**src/rtl/qpc_pkg.sv**
```systemverilog
package qpc_pkg;
  typedef struct packed {
    logic       step;     // one counted step this cycle
    logic       up;       // direction of that step
    logic       idxClr;   // index clear request
    logic       wrapMax;  // maximum-count reset mode
    logic       errEn;    // wrap error tracking enabled
    logic       velEn;    // velocity divider enabled
    logic [1:0] ratio;    // velocity divide select
  } qpc_strobe_t;
endpackage

```
**src/rtl/qpc_ctrl.sv**
```systemverilog
module qpc_ctrl
  import qpc_pkg::*;
#(
  parameter int SYNC_STAGES = 2
) (
  input  logic        clk,
  input  logic        rstN,
  input  logic        encA,
  input  logic        encB,
  input  logic        encIdx,
  input  logic        cfgWr,
  input  logic [5:0]  cfgData,
  output qpc_strobe_t stb,
  output logic [7:0]  cfgByte
);
  localparam int LAST = SYNC_STAGES - 1;

  logic [2:0] pinsIn;
  logic [2:0] syncQ [SYNC_STAGES];
  logic [2:0] prevQ;
  logic [2:0] curQ;
  logic [2:0] mode;
  logic [1:0] ratio;
  logic       velOff;
  logic       dirFwd;

  assign pinsIn = {encIdx, encB, encA};

  always_ff @(posedge clk or negedge rstN) begin
    if (!rstN) begin
      for (int i = 0; i < SYNC_STAGES; i++) syncQ[i] <= '0;
      prevQ <= '0;
    end else begin
      syncQ[0] <= pinsIn;
      for (int i = 1; i < SYNC_STAGES; i++) syncQ[i] <= syncQ[i-1];
      prevQ <= syncQ[LAST];
    end
  end

  assign curQ = syncQ[LAST];

  logic aEdge, bEdge, idxRise, single, countEdge, stepUp;
  logic idxMode, maxMode, modeOn, x4;

  assign aEdge     = curQ[0] ^ prevQ[0];
  assign bEdge     = curQ[1] ^ prevQ[1];
  assign idxRise   = curQ[2] & ~prevQ[2];
  assign single    = aEdge ^ bEdge;
  assign x4        = mode[2];
  assign idxMode   = (mode[1:0] == 2'b01);
  assign maxMode   = (mode[1:0] == 2'b10);
  assign modeOn    = idxMode | maxMode;
  assign countEdge = single & (x4 | aEdge);
  assign stepUp    = aEdge ? (curQ[0] != curQ[1]) : (curQ[0] == curQ[1]);

  always_comb begin
    stb.step    = modeOn & countEdge;
    stb.up      = stepUp;
    stb.idxClr  = idxMode & idxRise;
    stb.wrapMax = maxMode;
    stb.errEn   = idxMode;
    stb.velEn   = modeOn & ~velOff;
    stb.ratio   = ratio;
  end

  always_ff @(posedge clk or negedge rstN) begin
    if (!rstN) begin
      mode   <= '0;
      ratio  <= '0;
      velOff <= 1'b0;
      dirFwd <= 1'b0;
    end else begin
      if (cfgWr) begin
        mode   <= cfgData[2:0];
        ratio  <= cfgData[4:3];
        velOff <= cfgData[5];
      end
      if (stb.step) dirFwd <= stepUp;
    end
  end

  assign cfgByte = {dirFwd, 1'b0, velOff, ratio, mode};

  // a sample with both phases changing never counts
  a_r5_no_double_step: assert property (@(posedge clk) disable iff (!rstN)
    (aEdge && bEdge) |-> !stb.step);
endmodule

```
**src/rtl/qpc_dp.sv**
```systemverilog
module qpc_dp
  import qpc_pkg::*;
#(
  parameter int POS_W = 16
) (
  input  logic             clk,
  input  logic             rstN,
  input  qpc_strobe_t      stb,
  input  logic             posWr,
  input  logic             maxWr,
  input  logic             errWr,
  input  logic             errWrVal,
  input  logic [POS_W-1:0] wrData,
  output logic [POS_W-1:0] posCnt,
  output logic [POS_W-1:0] maxCnt,
  output logic             errFlag,
  output logic             velPulse
);
  localparam int PRE_W = 6;
  localparam logic [POS_W-1:0] ALL_ONES = '1;

  logic [PRE_W-1:0] preCnt;
  logic [PRE_W-1:0] preLast;
  logic [POS_W-1:0] posNext;
  logic             errEvt;

  always_comb begin
    case (stb.ratio)
      2'd0:    preLast = PRE_W'(0);
      2'd1:    preLast = PRE_W'(3);
      2'd2:    preLast = PRE_W'(15);
      default: preLast = PRE_W'(63);
    endcase
  end

  always_comb begin
    posNext = posCnt;
    if (posWr)           posNext = wrData;
    else if (stb.idxClr) posNext = '0;
    else if (stb.step) begin
      if (stb.up) posNext = (stb.wrapMax && posCnt == maxCnt) ? '0 : posCnt + 1'b1;
      else        posNext = (stb.wrapMax && posCnt == '0) ? maxCnt : posCnt - 1'b1;
    end
  end

  assign errEvt = stb.step && stb.errEn && !stb.idxClr && !posWr &&
                  (stb.up ? (posCnt == ALL_ONES) : (posCnt == '0));

  always_ff @(posedge clk or negedge rstN) begin
    if (!rstN) begin
      posCnt   <= '0;
      maxCnt   <= '0;
      errFlag  <= 1'b0;
      preCnt   <= '0;
      velPulse <= 1'b0;
    end else begin
      posCnt <= posNext;
      if (maxWr) maxCnt <= wrData;
      if (errWr) errFlag <= errWrVal;
      else if (errEvt) errFlag <= 1'b1;
      if (!stb.velEn) begin
        preCnt   <= '0;
        velPulse <= 1'b0;
      end else if (stb.step) begin
        velPulse <= (preCnt == preLast);
        preCnt   <= (preCnt == preLast) ? '0 : preCnt + 1'b1;
      end else begin
        velPulse <= 1'b0;
      end
    end
  end

  // index clear takes effect on the next cycle
  a_r6_index_clear: assert property (@(posedge clk) disable iff (!rstN)
    (stb.idxClr && !posWr) |=> (posCnt == '0));
  // up step at the maximum rolls to zero
  a_r7_roll_at_max: assert property (@(posedge clk) disable iff (!rstN)
    (stb.step && stb.up && stb.wrapMax && !posWr && posCnt == maxCnt) |=> (posCnt == '0));
  // maximum-reset modes never raise the flag
  a_r8_no_err_in_max: assert property (@(posedge clk) disable iff (!rstN)
    (!stb.errEn && !errFlag && !errWr) |=> !errFlag);
  // the flag holds until written
  a_r9_err_sticky: assert property (@(posedge clk) disable iff (!rstN)
    (errFlag && !errWr) |=> errFlag);
  // no pulse while the divider is disabled
  a_r10_vel_quiet: assert property (@(posedge clk) disable iff (!rstN)
    !stb.velEn |=> !velPulse);
endmodule

```
**src/rtl/quad_pos_counter.sv**
```systemverilog
module quad_pos_counter
  import qpc_pkg::*;
#(
  parameter int POS_W       = 16,
  parameter int SYNC_STAGES = 2
) (
  input  logic             clk,
  input  logic             rstN,
  input  logic             encA,
  input  logic             encB,
  input  logic             encIdx,
  input  logic             wrEn,
  input  logic [1:0]       wrAddr,
  input  logic [POS_W-1:0] wrData,
  input  logic [1:0]       rdAddr,
  output logic [POS_W-1:0] rdData,
  output logic             velPulse
);
  localparam logic [1:0] ADDR_CFG = 2'd0;
  localparam logic [1:0] ADDR_POS = 2'd1;
  localparam logic [1:0] ADDR_MAX = 2'd2;

  qpc_strobe_t      stb;
  logic [7:0]       cfgByte;
  logic [POS_W-1:0] posCnt, maxCnt;
  logic             errFlag;
  logic             cfgWr;

  assign cfgWr = wrEn && (wrAddr == ADDR_CFG);

  qpc_ctrl #(.SYNC_STAGES(SYNC_STAGES)) i_ctrl (
    .clk(clk), .rstN(rstN), .encA(encA), .encB(encB), .encIdx(encIdx),
    .cfgWr(cfgWr), .cfgData(wrData[5:0]), .stb(stb), .cfgByte(cfgByte)
  );

  qpc_dp #(.POS_W(POS_W)) i_dp (
    .clk(clk), .rstN(rstN), .stb(stb),
    .posWr(wrEn && (wrAddr == ADDR_POS)),
    .maxWr(wrEn && (wrAddr == ADDR_MAX)),
    .errWr(cfgWr), .errWrVal(wrData[6]), .wrData(wrData),
    .posCnt(posCnt), .maxCnt(maxCnt), .errFlag(errFlag), .velPulse(velPulse)
  );

  always_comb begin
    case (rdAddr)
      ADDR_CFG: rdData = {{(POS_W-8){1'b0}}, cfgByte[7], errFlag, cfgByte[5:0]};
      ADDR_POS: rdData = posCnt;
      ADDR_MAX: rdData = maxCnt;
      default:  rdData = '0;
    endcase
  end
endmodule

```
**config.mk**
```make
export PLATFORM = sky130hd
export DESIGN_NAME = quad_pos_counter
export DESIGN_NICKNAME = d
export VERILOG_FILES = /design/src/rtl/qpc_pkg.sv /design/src/rtl/qpc_ctrl.sv /design/src/rtl/qpc_dp.sv /design/src/rtl/quad_pos_counter.sv
export SDC_FILE = /design/constraint.sdc
export NUM_CORES = 1
export LEC_CHECK = 0
export CORE_UTILIZATION = 30
export CTS_CLUSTER_SIZE = 20
export DETAILED_ROUTE_END_ITERATION = 8
export PLACE_DENSITY = 0.54
export SLEW_MARGIN = 25
export SYNTH_ARGS = -nofsm -noshare
export SYNTH_HDL_FRONTEND = slang
export SYNTH_SLANG_ARGS = --single-unit
```
**constraint.sdc**
```tcl
create_clock -name clk -period 2.8 [get_ports clk]
set_input_delay 0.56 -clock clk [delete_from_list [all_inputs] [get_ports clk]]
set_output_delay 0.56 -clock clk [all_outputs]
set_load 0.05 [all_outputs]
```
==> metrics.txt <==
vias in the first global route between 3,000 and 4,000; Pwr Density about 800 nW/um2; slew margin rel. 0.608; Diodes inserted 0; DR WL/cell approximately 18 um; YS warnings 0; Final min period around 2.5 ns; Final Max Slew Viols 0; Post-synth EDFFs 0; total power around 3800 uW; routed vias 3,399; GP Congestion around 0.87; TritonRoute pass-1 iters 4; Crit Path Class input port to output pin; sequential-to-total area share from yosys stat 0.375; unique cell type count in the Yosys netlist 57; dpl hpwl 8.24 mm; Leak Pwr between 0.0015 and 0.002 uW; clock latency at the later pin of the worst-skew pair roughly 0.29 ns; number of CTS-inserted buffers 5; DRT iter0 DRCs 256; Top Ports 43; Post-CTS Setup Inserts 0; endpoints failing setup 0; vias per cell between 5 and 6; Hold Buf Count CTS 0; Worst VDD drop a little under 0.3 mV; die width between 100 and 150 um; combinational power share 0.506; flops & latches, synth 56; Register-to-Register Path Depth 6; RSZ-0062 raised after global routing false; Avg Cell Area, Syn between 9 and 10 um2; total grt overflow 0; Die Ht 114 um; share of cells above drive strength 1 0.188; final antenna-violating net count 0; Initial Util 0.310; CTS tree done; CORE AREA about 12,000 um2; maximum clock frequency around 400 MHz; H-tree Lvls 2; synthesized area about 3700 um2; crit path DAT roughly 1.9 ns; # resized after CTS 0; max-cap violation count 0; status complete, no violations; Clk pwr share 0.167; total track usage 0.179; sequential share of power 0.327; Reg-to-Reg Start i_dp.posCnt[8]; P_int 2200 uW; fraction of registers with async set or reset after synthesis 1.00; Startpoint Class input port; Syn Nets around 440; ys flop type dfrtp_1; crit share post-route 0.891; Post-route DRC 0; # fillers approximately 1,200; Req. time, crit path between 2 and 2.5 ns; TNS Setup 0 ns; Worst-path clk slew 0.07 ns; largest net degree at the start of global routing 57; area delta synth->final 28.7%; Fin Clk Skew 0.00645 ns; Max FO, Critical Path 7; CTS sink count 56; # rows 40; final hold violation count 0; Worst Tran Pin Value about 0.6 ns; first-pass GRT wire length 18.1 mm; CTS Buffer Depth 2; total wire length 11.2 mm; IO Port Bufs 42; Worst Hold Class input port to async pin; Switching Share 0.424; worst r2r dst i_dp.posCnt[14]; R2R Setup Slk 0.44 ns; initial antenna violation count 0; clock root cell clkbuf_16; final net count between 400 and 500; synthesized instance count 411; Worst setup EP type output pin; NetSw ~1600 uW; die area between 10,000 and 15,000 um2
==> power groups by stage <==
stage / sequential [uW] / combinational, uW / clock, uW
after floorplan: 1110 / 1370 / 0
after CTS: 1250 / 1920 / 658
after detailed placement: 1260 / 1910 / 0
final: 1250 / 1930 / 640
after global routing: 1280 / 2080 / 682
after global placement: 1250 / 1880 / 0
==> kinds of logic after synthesis <==
kind of cell | share of synthesized area
AO/OA/AOI/OAI | 0.182
XOR/XNOR | 0.108
AND/OR/NAND/NOR | 0.178
buffers and inverters | 0.0462
flip-flops | 0.375
adder cells (fa/ha/maj) | 0.0201
multiplexers | 0.0911
==> flip-flops by register name, summed over array words and instances, names as in the netlist <==
name	cells
i_ctrl.mode	3
i_ctrl.curQ	3
i_dp.maxCnt	16
i_dp.velPulse	1
i_ctrl.ratio	2
i_ctrl.prevQ	3
i_dp.posCnt	16
i_ctrl.dirFwd	1
i_ctrl.velOff	1
i_dp.preCnt	6
i_ctrl.syncQ	3
i_dp.errFlag	1
==> cell usage after synthesis (all sizes together), types with 9 or more instances <==
| library cell | n | area (um2) |
|---|---|---|
| nor3 | 9 | 50.1 |
| xor2 | 20 | 175 |
| o21ai | 27 | 135 |
| mux2 | 21 | 240 |
| xnor2 | 26 | 228 |
| o211ai | 9 | 67.6 |
| nand3 | 14 | 70.1 |
| nor2 | 27 | 101 |
| nand2 | 44 | 165 |
| clkbuf | 28 | 106 |
| a21oi | 15 | 75.1 |
| dfrtp | 56 | 1400 |
| mux2i | 10 | 100 |
==> placed cells by master (no fill, tap or decap), drive strengths merged, types with 8 or more instances in the layout <==
master         count
mux2i             10
a21oi             15
nand2             44
mux2              21
clkdlybuf4s50     25
buf               53
xor2              20
a22o               8
inv                8
xnor2             26
o211ai             9
nand4              8
nand3             14
dfrtp             56
o21ai             27
nor3               9
nor2              27
==> layer usage <==
metal  GRT usage  routed length, um  up-vias
li1            -                  -     1587
met1       0.232               4840     1667
met2       0.314               5550      129
met3      0.0260                664       16
met4      0.0404                157        0
met5           0                  0        -
==> cell type report <==
| cell class | instances | area (um2) | share of cell area |
|---|---|---|---|
| Clock inverter | 2 | 16.3 | 0.00338 |
| Timing Repair Buffer | 78 | 858 | 0.179 |
| Sequential cell | 56 | 1400 | 0.292 |
| Inverter | 8 | 30.0 | 0.00625 |
| Multi-Input combinational cell | 314 | 2160 | 0.450 |
| Clock buffer | 6 | 129 | 0.0268 |
| Tap cell | 168 | 210 | 0.0437 |
==> metrics by stage <==
step | utilization | worst slack (ns) | cell area, um2 | hold WS (ns) | cells
4_1_cts | 0.399 | 0.305 | 4810 | 0.276 | 632
3_3_place_gp | 0.387 | 0.284 | 4660 | 0.333 | 624
6_report | 0.399 | 0.305 | 4810 | 0.266 | 632
3_5_place_dp | 0.387 | 0.311 | 4660 | 0.335 | 624
5_1_grt | 0.399 | 0.209 | 4810 | 0.297 | 632
2_1_floorplan | - | 0.0577 | 3740 | 0.264 | 411
==> worst max-delay path, stage by stage <==
cell	delay [ns]
clkdlybuf4s50_1	0.53
nor2b_1	0.19
buf_4	0.18
nand2_1	0.06
o21ai_0	0.11
buf_4	0.17
buf_12	0.12
==> worst max path at each step <==
stage / to / slack, ns / startpoint
floorplan: rdData[0] / 0.06 / rdAddr[1]
global placement: rdData[1] / 0.28 / rdAddr[0]
detailed placement: rdData[15] / 0.31 / rdAddr[0]
CTS: rdData[1] / 0.30 / rdAddr[0]
global route: rdData[2] / 0.21 / rdAddr[0]
finish: rdData[1] / 0.31 / rdAddr[0]
No activity file was read; power rests on OpenSTA's default activity.
